### config.mk
export PLATFORM = sky130hd
export DESIGN_NAME = irq_status_ctrl
export DESIGN_NICKNAME = d
export VERILOG_FILES = /design/src/rtl/irq_pkg.sv /design/src/rtl/irq_status_reg.sv /design/src/rtl/irq_mask_reg.sv /design/src/rtl/irq_combine.sv /design/src/rtl/irq_status_ctrl.sv
export SDC_FILE = /design/constraint.sdc
export NUM_CORES = 1
export LEC_CHECK = 0
export BUFFER_PORTS_ARGS = -buffer_cell sky130_fd_sc_hd__buf_2
export CORE_ASPECT_RATIO = 0.9
export CORE_MARGIN = 1.5
export CORE_UTILIZATION = 34
export CTS_BUF_LIST = sky130_fd_sc_hd__clkbuf_4 sky130_fd_sc_hd__clkbuf_8
export DETAILED_ROUTE_END_ITERATION = 8
export PLACE_DENSITY = 0.83
export SYNTH_ARGS = -nofsm -noshare
export SYNTH_HDL_FRONTEND = slang
export SYNTH_SLANG_ARGS = --single-unit
### constraint.sdc
create_clock -name clk -period 1.05 [get_ports clk]
set_clock_uncertainty 0.15 [all_clocks]
set_input_delay 0.105 -clock clk [delete_from_list [all_inputs] [get_ports clk]]
set_output_delay 0.105 -clock clk [all_outputs]
set_load 0.02 [all_outputs]
### src/rtl/irq_pkg.sv
// Package: shared constants and register address codes for the interrupt
// status and enable controller. Assumes a 32-bit register data path.
package irq_pkg;
    localparam int DATA_W = 32;
    localparam int ADDR_W = 2;
    // Implemented source positions: bits 0..6 and bit 30.
    localparam logic [DATA_W-1:0] SRC_MASK_DEF = 32'h4000_007F;

    typedef enum logic [ADDR_W-1:0] {
        REG_STATUS = 2'd0,
        REG_EN_SET = 2'd1,
        REG_EN_CLR = 2'd2,
        REG_NONE   = 2'd3
    } reg_addr_e;
endpackage

### src/rtl/irq_status_reg.sv
// Sticky status word. Each implemented bit is set by its event pulse and
// cleared by a 1 in the clear vector. The event has priority over the clear.
// Unimplemented bits are tied to zero. Assumes pulses are synchronous to clk.
module irq_status_reg #(
    parameter int W = 32,
    parameter logic [W-1:0] SRC_MASK = '1
) (
    input  logic         clk,
    input  logic         rst_n,
    input  logic [W-1:0] evt,
    input  logic [W-1:0] clr,
    output logic [W-1:0] q
);
    for (genvar i = 0; i < W; i++) begin : g_bit
        if (SRC_MASK[i]) begin : g_impl
            // Purpose: latch the event, drop on acknowledge, event wins.
            always_ff @(posedge clk) begin
                if (!rst_n)      q[i] <= 1'b0;
                else if (evt[i]) q[i] <= 1'b1;
                else if (clr[i]) q[i] <= 1'b0;
            end
        end else begin : g_tie
            assign q[i] = 1'b0;
        end
    end
endmodule

### src/rtl/irq_mask_reg.sv
// Enable mask with separate set and clear strobes. The two strobes come from
// different addresses, so they never carry ones in the same cycle. If they
// did, the clear would win. Bits outside IMPL are held at zero.
module irq_mask_reg #(
    parameter int W = 32,
    parameter logic [W-1:0] IMPL = '1
) (
    input  logic         clk,
    input  logic         rst_n,
    input  logic [W-1:0] set,
    input  logic [W-1:0] clr,
    output logic [W-1:0] q
);
    logic [W-1:0] mask_r;

    // Purpose: apply the set and clear strobes to the mask.
    always_ff @(posedge clk) begin
        if (!rst_n) mask_r <= '0;
        else        mask_r <= ((mask_r | set) & ~clr) & IMPL;
    end

    assign q = mask_r;
endmodule

### src/rtl/irq_combine.sv
// Interrupt combiner: ANDs status with mask over the source bits and gates
// the OR of the result with the master bit. Purely combinational.
module irq_combine #(
    parameter int W = 32,
    parameter logic [W-1:0] SRC_MASK = '1,
    parameter int MASTER_BIT = W-1
) (
    input  logic [W-1:0] status,
    input  logic [W-1:0] mask,
    output logic         irq
);
    logic [W-1:0] pending;

    // Purpose: find enabled pending sources and apply the master gate.
    always_comb begin
        pending = status & mask & SRC_MASK;
        irq     = mask[MASTER_BIT] & (|pending);
    end
endmodule

### src/rtl/irq_status_ctrl.sv
// Top level: decodes the register bus into status-clear, mask-set and
// mask-clear strobes and muxes read data. The sticky status, the mask and
// the combiner are instantiated below. Reads are combinational and writes
// act at the rising edge. Assumes one access per cycle.
module irq_status_ctrl
    import irq_pkg::*;
#(
    parameter logic [DATA_W-1:0] SRC_MASK = SRC_MASK_DEF,
    parameter int MASTER_BIT = DATA_W-1
) (
    input  logic              clk,
    input  logic              rst_n,
    input  logic [ADDR_W-1:0] bus_addr,
    input  logic              bus_wr,
    input  logic [DATA_W-1:0] bus_wdata,
    output logic [DATA_W-1:0] bus_rdata,
    input  logic [DATA_W-1:0] evt_pulse,
    output logic              irq
);
    localparam logic [DATA_W-1:0] EN_MASK = SRC_MASK | (DATA_W'(1) << MASTER_BIT);

    logic [DATA_W-1:0] status_q;
    logic [DATA_W-1:0] mask_q;
    logic [DATA_W-1:0] st_clr;
    logic [DATA_W-1:0] mk_set;
    logic [DATA_W-1:0] mk_clr;

    // Purpose: turn a bus write into the strobe of the addressed register.
    always_comb begin
        st_clr = '0;
        mk_set = '0;
        mk_clr = '0;
        if (bus_wr) begin
            unique case (reg_addr_e'(bus_addr))
                REG_STATUS: st_clr = bus_wdata;
                REG_EN_SET: mk_set = bus_wdata;
                REG_EN_CLR: mk_clr = bus_wdata;
                default:    ;
            endcase
        end
    end

    // Purpose: select read data; both mask addresses return the mask.
    always_comb begin
        unique case (reg_addr_e'(bus_addr))
            REG_STATUS:            bus_rdata = status_q;
            REG_EN_SET, REG_EN_CLR: bus_rdata = mask_q;
            default:               bus_rdata = '0;
        endcase
    end

    irq_status_reg #(.W(DATA_W), .SRC_MASK(SRC_MASK)) u_status (
        .clk(clk), .rst_n(rst_n), .evt(evt_pulse), .clr(st_clr), .q(status_q)
    );

    irq_mask_reg #(.W(DATA_W), .IMPL(EN_MASK)) u_mask (
        .clk(clk), .rst_n(rst_n), .set(mk_set), .clr(mk_clr), .q(mask_q)
    );

    irq_combine #(.W(DATA_W), .SRC_MASK(SRC_MASK), .MASTER_BIT(MASTER_BIT)) u_comb (
        .status(status_q), .mask(mask_q), .irq(irq)
    );
endmodule

**Word-level counts from Yosys, hierarchy flattened**

Index checks and enable logic that the tools add are counted.
Widths: inputs -> output; s select.

- Register bits: 40
- Word-level logic and storage cells: 51
- Output and inout bits: 33

- Mux-type cells: 23
- Bitwise logic cells: 5
- Reduce and logical (&&, ||, !) cells: 11
- Eq/ne operators: 2

Operators by type and width:

| operator | count |
|---|---|
| $mux 32 | 4 |
| $pmux 32 s2 | 1 |
| $mux 31 | 2 |
| $and 32x32->32 | 1 |
| $not 32->32 | 1 |
| $or 32x32->32 | 1 |
| $and 31x31->31 | 1 |
| $mux 1 | 16 |
| $reduce_bool 2->1 | 8 |
| $reduce_or 8->1 | 1 |
| $eq 2x1->1 const B | 1 |
| $eq 2x2->1 const B | 1 |
| $logic_not 2->1 | 1 |
| $reduce_or 2->1 | 1 |
| $and 1x1->1 | 1 |

**Depth between registers and ports, before layout**

- Depth in word-level cells: 5
- Gate-level depth with buffers: 7
- Gate-level depth less buffers: 5

**Cells and area by module**

From an unflattened synthesis, not the netlist that was laid out.

- Cells, all modules: 302
- Area, all modules: 2269.7 µm²

By module, submodules not included:

| module | area each (µm²) | seq. area each (µm²) | times used | cells an instance |
|---|---|---|---|---|
| irq_status_ctrl | 1202.4 | 0.0 | 1 | 195 |
| irq_status_reg | 521.8 | 160.2 | 1 | 50 |
| irq_mask_reg | 503.0 | 180.2 | 1 | 51 |
| irq_combine | 42.5 | 0.0 | 1 | 6 |

**Worst setup path after synthesis**

No wires, ideal clock.

- Path kind: input to output
- From: input port bus_addr[0]
- To: output port bus_rdata[0]
- Setup slack: -228 ps
- Data arrival time: 1023 ps
- Cell stages on the path: 5
- Path through: inv_1 > ha_1 > clkbuf_1 > a22oi_1 > nor2_1

- Longest elaborated chain between the ends: 3
- Elaborated cells on any way between the ends: 5

Ends and longest elaborated chain:

| item | line | text |
|---|---|---|
| start, declared | irq_status_ctrl.sv:13 | `input logic [ADDR_W-1:0] bus_addr,` |
| $eq 2x1->1 or $eq 2x2->1 (tied branches) | irq_status_ctrl.sv:45 | `unique case (reg_addr_e'(bus_addr))` |
| $reduce_or 2->1 | irq_status_ctrl.sv:45 |  |
| $pmux 32 s2 * | irq_status_ctrl.sv:45 |  |
| end, declared | irq_status_ctrl.sv:16 | `output logic [DATA_W-1:0] bus_rdata,` |

Mark *: on every way between the ends. The rest lies on a longest branch, timed or not.

**Final worst setup path**

- From: register u_mask.mask_r[4] (netlist: u_mask.q[4])
- To: output port irq

- Longest elaborated chain between the ends: 3

Ends and longest elaborated chain:

| item | line | text |
|---|---|---|
| start, declared | irq_mask_reg.sv:14 | `logic [W-1:0] mask_r;` |
| start signal, assigned | irq_mask_reg.sv:19 | `else mask_r <= ((mask_r \| set) & ~clr) & IMPL;` |
| $and 31x31->31 | irq_combine.sv:16 | `pending = status & mask & SRC_MASK;` |
| $reduce_or 8->1 | irq_combine.sv:17 | `irq = mask[MASTER_BIT] & (\|pending);` |
| $and 1x1->1 | irq_combine.sv:17 |  |
| end, declared | irq_status_ctrl.sv:18 | `output logic irq` |

No other way between the ends.

==> flow_summary.yaml <==
power:
  vdd_drop_max_mv: 0.489
  p_leak_nw: 0.744
  p_seq_frac: 0.442
  switching_share: 0.337
  power-per-cell-area_nw_per_um2: 892
  p_sw_mw: 0.547
  comb_power_share: 0.335
  internal-power_mw: 1.08
  clkPwrFrac: 0.223
layout:
  fillers: 264
  multi_input_comb_area_um2: 747
  seqCellArea_um2: 363
  drive_gt1_frac: 0.647
  fin_util: 0.602
  syn_to_final_growth_pct: 69.7
  final_area_um2: 1820
  diodes: 0
  nets: 261
outcome:
  outcome: "complete, but fails checks"
  violations: "negative setup slack"
setup_path:
  path_cells: "a22oi_2 -> a41oi_2 -> buf_4"
  critPathBufInv: 1
  critical_path.max_stage_delay_ns: 0.35
  cp.required_ns: 0.79
  crit_path_top_delay_cell: "dfxtp_2"
  arrival_ns: 1.14
  r2r_cells: 4
  critical_path_class: "register to primary output"
  critPathCaptureType: "primary output"
  critical_path.top_delay_family: "flip-flops"
  rrSetupSlack_ns: 0.04
  cp-start-kind: "register"
  crit_path_max_fanout: 2
  regToRegEndpoint: "u_status.q[6]$_SDFFE_PN0P_"
  timing.rr.start: "u_status.q[6]$_SDFFE_PN0P_"
hold_path:
  hold_depth: 3
  hold-path-endpoint: "u_status.q[6]$_SDFFE_PN0P_"
  hold_start: "rst_n"
  hold_class: "primary input to register"
timing:
  max_freq_mhz: 717
  period_share: 1.33
  slew_violations: 0
  period_minus_slack_ns: 1.40
  fin_ws_ns: -0.346
  finalHoldViolCount: 0
  rsz0062_at_grt: "true"
  setup_viol_count_final: 10
  fin_tns_setup_ns: -2.88
placement:
  gp_congestion: 0.765
  dpl.hpwl_mm: 1.91
  post-place-ws_ns: -0.404
  place_area_um2: 1420
  port_buffers: 31
synth:
  synthAdderAreaFrac: 0.0467
  synth_top_area_frac: 0.318
  synth_most_common_cell: "buf_4"
  synth-seq-area-share: 0.318
  synth_top_family_by_area: "compound AO/OA/AOI/OAI gates"
  synth_edf_count: 0
  yosys-top-cells-area: "dfxtp_1 32%, buf_4 17%, a211oi_2 9.3%"
  synth_seq_cells: 17
  async_flop_share: 0
  synth_xor_area_frac: 0
  ys_warn_count: 0
  synth_area_per_cell_um2: 8.71
  synth_compound_area_frac: 0.303
  synth_cell_types: 20
  syn_area_um2: 1070
  synthSimpleGateAreaFrac: 0.111
  muxShareOfSynthArea: 0
  syn_inst: 123
  synthFlopType: "dfxtp_1"
  yosysTopAreaCell: "dfxtp_1"
  yosys-top-cells-count: "24 x buf_4, 17 x dfxtp_1, 16 x nor2_1"
flow_run:
  cap_viol_max_count: 0
routing:
  route.detailed.wl_per_inst_um: 12.7
  drc_errors: 0
  postRouteAntennaNets: 0
  wl_mm: 2.91
  vias: 1057
  drt_pre_antenna_iters: 4
  drt_iter0_markers: 31
  vias_per_cell: 4.62
clock_tree:
  tritoncts: "built"
  clockBufferDepth: 2
  cts_root_buffer: "clkbuf_4"
  clk_latency_ns: 0.28
  clkSinkCount: 17
  clk_transition_reported_paths_ns: 0.11
  htreeDepth: 1
  numCtsBuffers: 3
grt:
  antenna_found_initial: 0
  overflow: 0
  grt_max_degree: 18
  track_usage: 0.167
  grt_pass1_vias: 1082
  grt_first_pass_wirelength_mm: 4.73
floorplanning:
  die_h_um: 56.2
  dieArea_um2: 3500
  die_x_um: 62.2
  core_area_um2: 3020
  start_util: 0.355
  rows: 19
  ioPinCount: 102
==> sequential cells by signal, indices dropped and copies added (netlist names) <==
signal and cells:
u_status.q 8, u_mask.q 9
==> area by class of cell <==
type	instances	area share
Clock buffer	3	0.0124
Clock inverter	1	0.00275
Inverter	4	0.0110
Multi-Input combinational cell	93	0.411
Sequential cell	17	0.200
Tap cell	42	0.0289
Timing Repair Buffer	69	0.334
==> worst register-to-register path: cells and delay by family, from the launching register on <==
| kind | cells | cell delay [ns] |
|---|---|---|
| flops | 1 | 0.35 |
| buf+inv | 2 | 0.24 |
| compound gates | 1 | 0.12 |
| simple gates | 1 | 0.04 |
==> layout by cell type, fill, tap and decap left out, drive strengths merged, types with 4 or more instances in the layout <==
cell type    Yosys  layout
ha               4       4
conb             1      23
a22oi           12      12
nand3            8       8
buf             30      52
a211oi           8       8
dlygate4sd3      0      16
nor2            16      16
dfxtp           17      17
inv              4       4
a21oi           16      16
==> worst max-delay path by stage <==
stage,to,depth (start not counted),slack (ns),startpoint
final,irq,3,-0.35,u_mask.q[4]$_SDFF_PN0_
after global routing,irq,3,-0.40,u_status.q[2]$_SDFFE_PN0P_
after CTS,irq,3,-0.36,u_mask.q[2]$_SDFF_PN0_
after detailed placement,u_mask.q[3]$_SDFF_PN0_,6,-0.40,bus_addr[1]
after global placement,u_mask.q[1]$_SDFF_PN0_,6,-0.35,bus_addr[1]
after floorplan,u_mask.q[0]$_SDFF_PN0_,6,0.003,bus_addr[1]
==> logic make-up after synthesis <==
kind of cell               count (synthesis)
DFF                                       17
other                                      1
AOI/OAI and AO/OA                         39
and+or+nand+nor                           27
adders and majority gates                  4
buffers and inverters                     35
==> per-stage QoR <==
step	total power, mW	std cells	hold WS (ns)
finish	1.62	229	0.0470
global route	1.70	229	0.0497
CTS	1.59	229	0.0473
detailed placement	1.15	206	0.170
global placement	1.14	206	0.158
floorplan	1.07	145	0.0457
==> power by group through the flow <==
stage / sequential, mW / combinational (mW) / clock [mW]
after floorplan: 0.719 / 0.350 / 0
after global placement: 0.717 / 0.423 / 0
after detailed placement: 0.718 / 0.430 / 0
after CTS: 0.715 / 0.516 / 0.360
after global routing: 0.722 / 0.576 / 0.401
final: 0.717 / 0.543 / 0.362
==> metal layers <==
layer | global-route usage | wire length [µm] | vias up
li1 | - | - | 514
met1 | 0.200 | 1240 | 508
met2 | 0.321 | 1550 | 33
met3 | 0.0182 | 104 | 2
met4 | 0.0381 | 9 | 0
met5 | 0 | 0 | -
==> repair_timing <==
| action | CTS | global route |
|---|---|---|
| endpoints found under the hold margin | 17 | 0 |
| hold buffers | 17 | 0 |
| pin swaps | 15 | 13 |
| gates resized for setup | 47 | 16 |
| setup buffers | 2 | 0 |
| endpoints found under the setup margin | 18 | 17 |
No activity file was read; power rests on OpenSTA's default activity.
